$ cat config.mk
export PLATFORM = sky130hd
export DESIGN_NAME = eeprom_wp_status
export DESIGN_NICKNAME = d
export VERILOG_FILES = /design/src/rtl/eeprom_wp_pkg.sv /design/src/rtl/eeprom_wel_latch.sv /design/src/rtl/eeprom_nv_bits.sv /design/src/rtl/eeprom_prot_decode.sv /design/src/rtl/eeprom_wp_status.sv
export SDC_FILE = /design/constraint.sdc
export NUM_CORES = 1
export LEC_CHECK = 0
export BUFFER_PORTS_ARGS = -buffer_cell sky130_fd_sc_hd__buf_2
export CORE_AREA = 2 2 39 41
export CTS_BUF_LIST = sky130_fd_sc_hd__clkbuf_4 sky130_fd_sc_hd__clkbuf_8
export CTS_CLUSTER_SIZE = 10
export DETAILED_ROUTE_END_ITERATION = 10
export DIE_AREA = 0 0 41 43
export PLACE_DENSITY = 0.65
export SKIP_CTS_REPAIR_TIMING = 1
export SYNTH_ARGS = -nofsm -noshare
export SYNTH_HDL_FRONTEND = slang
export SYNTH_SLANG_ARGS = --single-unit
$ cat constraint.sdc
create_clock -name clk -period 2.3 [get_ports clk]
set_input_delay 0.115 -clock clk [delete_from_list [all_inputs] [get_ports clk]]
set_output_delay 0.115 -clock clk [all_outputs]
set_load 0.1 [all_outputs]
$ cat src/rtl/eeprom_wp_pkg.sv
package eeprom_wp_pkg;
  localparam int STAT_W = 8;
  localparam int BIT_WIP  = 0;
  localparam int BIT_WEL  = 1;
  localparam int BIT_BP0  = 2;
  localparam int BIT_BP1  = 3;
  localparam int BIT_WPEN = 7;

  typedef enum logic [1:0] {
    PROT_NONE    = 2'd0,
    PROT_QUARTER = 2'd1,
    PROT_HALF    = 2'd2,
    PROT_ALL     = 2'd3
  } prot_code_e;

  typedef struct packed {
    logic       wpen;
    prot_code_e bp;
  } nv_bits_t;
endpackage

$ cat src/rtl/eeprom_wel_latch.sv
module eeprom_wel_latch (
  input  logic clk,
  input  logic rst_n,
  input  logic srst,
  input  logic hold,
  input  logic set_req,
  input  logic clr_req,
  output logic wel
);
  logic wel_d;

  always_comb begin
    wel_d = wel;
    if (srst)         wel_d = 1'b0;
    else if (!hold) begin
      if (clr_req)      wel_d = 1'b0;
      else if (set_req) wel_d = 1'b1;
    end
  end

  always_ff @(posedge clk or negedge rst_n) begin
    if (!rst_n) wel <= 1'b0;
    else        wel <= wel_d;
  end
endmodule

$ cat src/rtl/eeprom_nv_bits.sv
module eeprom_nv_bits
  import eeprom_wp_pkg::*;
(
  input  logic              clk,
  input  logic              rst_n,
  input  logic              load_en,
  input  logic [STAT_W-1:0] load_data,
  output nv_bits_t          nv
);
  nv_bits_t nv_d;

  always_comb begin
    nv_d = nv;
    if (load_en) begin
      nv_d.wpen = load_data[BIT_WPEN];
      nv_d.bp   = prot_code_e'({load_data[BIT_BP1], load_data[BIT_BP0]});
    end
  end

  always_ff @(posedge clk or negedge rst_n) begin
    if (!rst_n) nv <= '{wpen: 1'b0, bp: PROT_NONE};
    else        nv <= nv_d;
  end
endmodule

$ cat src/rtl/eeprom_prot_decode.sv
module eeprom_prot_decode
  import eeprom_wp_pkg::*;
#(
  parameter int ADDR_W = 10
) (
  input  prot_code_e        bp,
  input  logic [ADDR_W-1:0] addr,
  output logic              protected_hit
);
  localparam int TOP_LSB = ADDR_W - 2;

  logic [1:0] quarter;
  assign quarter = addr[ADDR_W-1:TOP_LSB];

  always_comb begin
    unique case (bp)
      PROT_NONE:    protected_hit = 1'b0;
      PROT_QUARTER: protected_hit = (quarter == 2'b11);
      PROT_HALF:    protected_hit = quarter[1];
      default:      protected_hit = 1'b1;
    endcase
  end
endmodule

$ cat src/rtl/eeprom_wp_status.sv
module eeprom_wp_status
  import eeprom_wp_pkg::*;
#(
  parameter int ADDR_W = 10
) (
  input  logic              clk,
  input  logic              rst_n,
  input  logic              srst,
  input  logic              busy,
  input  logic              wp_pin,
  input  logic              cmd_wren,
  input  logic              cmd_wrdi,
  input  logic              cmd_wrsr,
  input  logic [7:0]        wrsr_data,
  input  logic              cmd_write,
  input  logic [ADDR_W-1:0] wr_addr,
  output logic [7:0]        status_byte,
  output logic              sr_write_ok,
  output logic              array_write_ok
);
  logic     wel;
  nv_bits_t nv;
  logic     prot_hit;
  logic     sr_take;
  logic     arr_take;
  logic     sr_load;

  assign sr_write_ok    = wel && (!nv.wpen || wp_pin);
  assign array_write_ok = wel && !prot_hit;

  assign sr_take  = cmd_wrsr && sr_write_ok && !cmd_wrdi && !cmd_wren;
  assign arr_take = cmd_write && array_write_ok && !cmd_wrdi && !cmd_wren && !cmd_wrsr;
  assign sr_load  = sr_take && !busy;

  eeprom_wel_latch u_wel (
    .clk     (clk),
    .rst_n   (rst_n),
    .srst    (srst),
    .hold    (busy),
    .set_req (cmd_wren),
    .clr_req (cmd_wrdi || sr_take || arr_take),
    .wel     (wel)
  );

  eeprom_nv_bits u_nv (
    .clk       (clk),
    .rst_n     (rst_n),
    .load_en   (sr_load),
    .load_data (wrsr_data),
    .nv        (nv)
  );

  eeprom_prot_decode #(.ADDR_W(ADDR_W)) u_dec (
    .bp            (nv.bp),
    .addr          (wr_addr),
    .protected_hit (prot_hit)
  );

  always_comb begin
    status_byte           = '0;
    status_byte[BIT_WPEN] = nv.wpen;
    status_byte[BIT_BP1]  = nv.bp[1];
    status_byte[BIT_BP0]  = nv.bp[0];
    status_byte[BIT_WEL]  = wel;
    status_byte[BIT_WIP]  = busy;
  end
endmodule

**Word level (Yosys, flattened, before mapping)**

Cells that the tools add are included.

- Register bits: 4
- Input bits: 27
- Output and inout bits: 10
- Word-level logic and storage cells: 34

- Equality and inequality tests: 4
- Multiplexer cells: 5
- Reductions and logical operators: 22

Operators by type and width:

| kind | number |
|---|---|
| logical AND 1 bit | 10 |
| logical NOT 1 bit | 6 |
| == test 2 bit (second input constant) | 2 |
| 2-to-1 mux 1 bit | 4 |
| logical OR 1 bit | 3 |
| one-hot mux 1 bit (3 select lines) | 1 |
| nonzero test 3 bit | 1 |
| == test 2 x 1 -> 1 bit (second input constant) | 1 |
| logical NOT 2 bit | 1 |
| inequality test 2 bit (second input constant) | 1 |
| AND reduction 2 bit | 1 |

**Longest topological paths before layout**

- Word-level depth: 12
- Gate-level depth with buffers: 3
- Depth with buffers taken out: 3

**Modules after synthesis**

A second synthesis with hierarchy kept.

- Cells, all modules: 28
- Area, all modules: 284.0 um2

Modules (own cells, without submodules):

| module | instances | cells each | area an instance (um2) | sequential area each (um2) |
|---|---|---|---|---|
| eeprom_nv_bits | 1 | 6 | 108.9 | 75.1 |
| eeprom_wp_status | 1 | 14 | 107.6 | 0.0 |
| eeprom_wel_latch | 1 | 5 | 53.8 | 25.0 |
| eeprom_prot_decode | 1 | 3 | 13.8 | 0.0 |

**Least setup slack after synthesis**

OpenSTA, ideal clock, no wires.

- Path type: flip-flop to output port
- Start point: reg, netlist name u_nv.nv[1]
- End point: out array_write_ok
- Data arrival time: 2.547 ns
- Required time: 2.185 ns
- Path slack: -0.362 ns
- Stages on the path, launching flop included: 3
- Path buffers: 0
- Path through: dfrtp_1 > a21bo_2 > a21oi_1

- Cells in the longest elaborated chain, start to end: 4
- Elaborated cells between the ends (all ways): 6
- Classes of those cells: eq/ne (2); mux (1); reduce/logical (3)

Ends and longest elaborated chain:

| element | RTL line | RTL |
|---|---|---|
| == test 2 bit, or another cell as far along | eeprom_prot_decode.sv:16 | `unique case (bp)` |
| one-hot mux 1 bit (3 select lines) * | eeprom_prot_decode.sv:16 |  |
| logical NOT 1 bit * | eeprom_wp_status.sv:29 | `assign array_write_ok = wel && !prot_hit;` |
| logical AND 1 bit * | eeprom_wp_status.sv:29 |  |
| to (decl) | eeprom_wp_status.sv:19 | `output logic array_write_ok` |

Mark *: on every way between the ends. The rest lies on a longest branch, timed or not.

**Worst setup path in the final report**

- Start point: reg u_wel.wel
- End point: out array_write_ok

- Cells in the longest elaborated chain, start to end: 1

Ends and longest elaborated chain:

| element | RTL line | RTL |
|---|---|---|
| from (decl) | eeprom_wel_latch.sv:8 | `output logic wel` |
| from (signal assigned) | eeprom_wel_latch.sv:23 | `else wel <= wel_d;` |
| logical AND 1 bit | eeprom_wp_status.sv:29 |  |

No other way between the ends.

==> impl_summary.md <==
Power
The leakage power is between 0.2 and 0.25 nW. The power per cell area is 781.5 mW/mm². The worst-case vdd ir drop is roughly 220 µV. The final total power is roughly 0.33 mW.

Die
The die covers 0.001763 mm². The number of placement rows is 14. The floorplan step set the die width to between 40 and 50 µm.

For this design the top-level I/O count stands at 37. For this configuration, the core starts out at a cell density of 0.2143. The die span in y is roughly 43 µm. After floorplanning, the core was sized to cover ~0.0014 mm².

Routing
For this run, the detailed router's first-pass iteration total came to 1. In the routed design, unresolved DRC markers number 0. Once detail routing completed, the nets flagged for antenna violations numbered 0.

Dividing the detail-routed via count by the number of cells gives slightly above 4. In the final routed layout, each cell accounts on average for 9.803 µm. The detailed router finished its first iteration with 0 violations.

Across all layers, the routed design uses between 200 and 300 vias. The wire length reported by the detailed router is approximately 650 µm.

Finish
Measured on the finished design, the core utilization comes to 0.3056. The number of antenna repair diodes is 0. At the end of the flow, the number of nets in the layout was 79. The growth of design area from synthesis to finish is 42.62%. In the final layout, the share of cells above drive strength 1 is 0.6000. The final cell count without fillers is 66.

Setup path
The required time of the critical path is 2180 ps. The number of buffers and inverters on the critical path is 1. The type of the worst setup path is flip-flop to output pin. STA classifies the critical path endpoint as an output pin. Counting buffers and inverters, the worst setup path is 3 cells deep. The delay of the slowest cell on the worst path is around 430 ps. Among all stages on the critical path, the largest delay is contributed by sky130_fd_sc_hd__dfrtp_1. STA classifies the critical path startpoint as a flip-flop. The number of cell instances on the worst register-to-register path is 3.

The worst register-to-register path ends at u_nv.nv[1]. The critical path goes through a21bo_2, a21oi_2, buf_2. The critical path arrival is approximately 1500 ps. The startpoint of the lowest-slack register-to-register path is u_nv.nv[2]. The kind of cell adding the most delay to the critical path is flip-flops. The internal reg-to-reg setup slack is approximately 1100 ps.

Of all nets on the critical path, the largest fanout is 7.

Logic synthesis
Among all flip-flop cells after synthesis, the most frequent one is sky130_fd_sc_hd__dfrtp_1. Yosys mapped a number of flops with a built-in enable equal to 0. After synthesis, the netlist uses 19 different library cells. Yosys instantiated no cell more often than sky130_fd_sc_hd__buf_4. The total of warnings raised by yosys is 0. The post-synthesis sequential area ratio is 0.3376. The fraction of registers with async set or reset after synthesis is 1.000.

After synthesis, the most frequently instantiated cells are 5 x sky130_fd_sc_hd__buf_4, 4 x sky130_fd_sc_hd__dfrtp_1, 3 x sky130_fd_sc_hd__mux2_2. Synthesis produced a netlist whose cell count is 29. The cell taking the most area after synthesis is sky130_fd_sc_hd__dfrtp_1. The synthesized flop and latch total is 4. After synthesis, the cell types taking the most area are sky130_fd_sc_hd__dfrtp_1 34%, sky130_fd_sc_hd__buf_4 13%, sky130_fd_sc_hd__mux2_2 11%. The cell area that synthesis handed to floorplanning was 296.5 µm². A synthesized cell averages approximately 10 µm². The share of synthesized area in the top cell type comes to 0.3376.

Clock network
At the later pin of the worst-skew pair, clock insertion delay measures 230 ps. The TritonCTS clock tree is yes. The sink count of the clock tree is 4. Clock tree synthesis selected as its root buffer the cell sky130_fd_sc_hd__clkbuf_4. Buffers inserted during clock tree synthesis total 3. The number of H-tree branching levels is 1. The clock input transition at the sequential cells of the worst setup and hold paths is ~40 ps.

No sink is reached through more buffers than the 2 on the longest clock path.

Hold path
The origin of the worst min-delay path is wrsr_data[7]. The worst hold path class is primary input to flip-flop. The path with the worst hold slack has its endpoint at u_nv.nv[2].

The worst hold path was traced through 2 stages.

Global routing
For met3 alone, demand over resource in global routing was 0.01571. The first-pass GRT wire length is approximately 900 µm. For this run, global-route usage on met1 was measured as 0.08117. Entering global routing, the biggest net connects 8 pins. The via count of the first global-routing pass is 257. The global router's overall resource usage is 0.07956. After global routing the overflow that remains totals 0. For met2 alone, demand over resource in global routing was 0.1219. The initial antenna violation count was 0. The layer carrying the most global-route usage is met2.

Place
Routability-driven placement finished with a final weighted congestion of 0.6606. The number of input and output port buffers inserted is 20. The placed cell count is 62. Timing analysis after detailed placement gives a worst setup slack of around 980 ps.

STA
Adding up every negative setup slack in the final design gives 0 ps. The number of hold violations in the final report came to 0. Setup repair after global routing left no endpoint under its margin.

After layout, the worst setup slack is 739.6 ps. The period utilization is 0.6784. Timing would allow up to roughly 0.64 GHz. The worst-case clock skew is 5.196 ps. The total count of max-transition violations in the final report was 0.

Setup violations remaining at the end of the flow were counted as 0. The final period demand of the worst path is between 1500 and 2000 ps.

Outcome
The run finished with clean final reports.

Job
The max-cap check violation count is 0.
[area by class of cell]
type | instances | area (µm²)
fill | 160 | 960.9
timing repair buffer | 21 | 110.1
inverter | 2 | 7.507
sequential | 4 | 100.1
multi-input combinational | 20 | 162.7
tap | 16 | 20.02
clock buffer | 3 | 22.52
[sequential cells by signal, indices dropped and copies added, names as in the netlist]
name	count
u_wel.wel	1
u_nv.nv	3
[cell families after synthesis]
kind of cell	share of synthesized area
AND/OR/NAND/NOR	0.1308
AO/OA/AOI/OAI	0.2532
other	0.01265
buffers and inverters	0.1519
flip-flops	0.3376
multiplexers	0.1139
[layout by cell type, fill, tap and decap left out]
cell                            count
sky130_fd_sc_hd__a211oi_1           1
sky130_fd_sc_hd__a21bo_2            1
sky130_fd_sc_hd__a21o_1             1
sky130_fd_sc_hd__a21oi_2            1
sky130_fd_sc_hd__buf_2             20
sky130_fd_sc_hd__clkbuf_4           3
sky130_fd_sc_hd__conb_1             3
sky130_fd_sc_hd__dfrtp_1            4
sky130_fd_sc_hd__dlygate4sd3_1      1
sky130_fd_sc_hd__inv_1              2
sky130_fd_sc_hd__mux2_2             3
sky130_fd_sc_hd__nand3b_1           1
sky130_fd_sc_hd__nor2_1             1
sky130_fd_sc_hd__nor2b_1            1
sky130_fd_sc_hd__nor3b_2            1
sky130_fd_sc_hd__o2111ai_2          1
sky130_fd_sc_hd__o211a_1            1
sky130_fd_sc_hd__o21a_1             1
sky130_fd_sc_hd__o21ai_0            1
sky130_fd_sc_hd__o31ai_1            1
sky130_fd_sc_hd__or3b_1             1
[layer usage]
metal / wire (µm) / part of all wire
met5: 0 / 0
met4: 0 / 0
met3: 57 / 0.088
met2: 350 / 0.54
met1: 239 / 0.37
[worst max path at each step]
stage,slack [ps],endpoint,start
floorplan,270,array_write_ok,u_nv.nv[1]
global placement,980,array_write_ok,u_wel.wel
detailed placement,980,array_write_ok,u_wel.wel
CTS,720,array_write_ok,u_wel.wel
global route,670,array_write_ok,u_wel.wel
finish,740,array_write_ok,u_wel.wel
[power by group]
| group | leakage [nW] | internal [mW] | switching [mW] | total, mW |
|---|---|---|---|---|
| clock | 0.0138 | 0.0585 | 0.0298 | 0.0882 |
| sequential | 0.0538 | 0.0792 | 0.00827 | 0.0875 |
| combinational | 0.166 | 0.0291 | 0.126 | 0.155 |
| total | 0.234 | 0.167 | 0.164 | 0.330 |
[per-stage QoR]
stage          instance area [µm²]  hold slack [ps]
2_1_floorplan                307.8           -180.6
3_3_place_gp                 390.4           -77.91
3_5_place_dp                 390.4           -72.75
4_1_cts                      412.9           -330.1
5_1_grt                      422.9            118.6
6_report                     422.9            113.8
No activity file was read; power rests on OpenSTA's default activity.
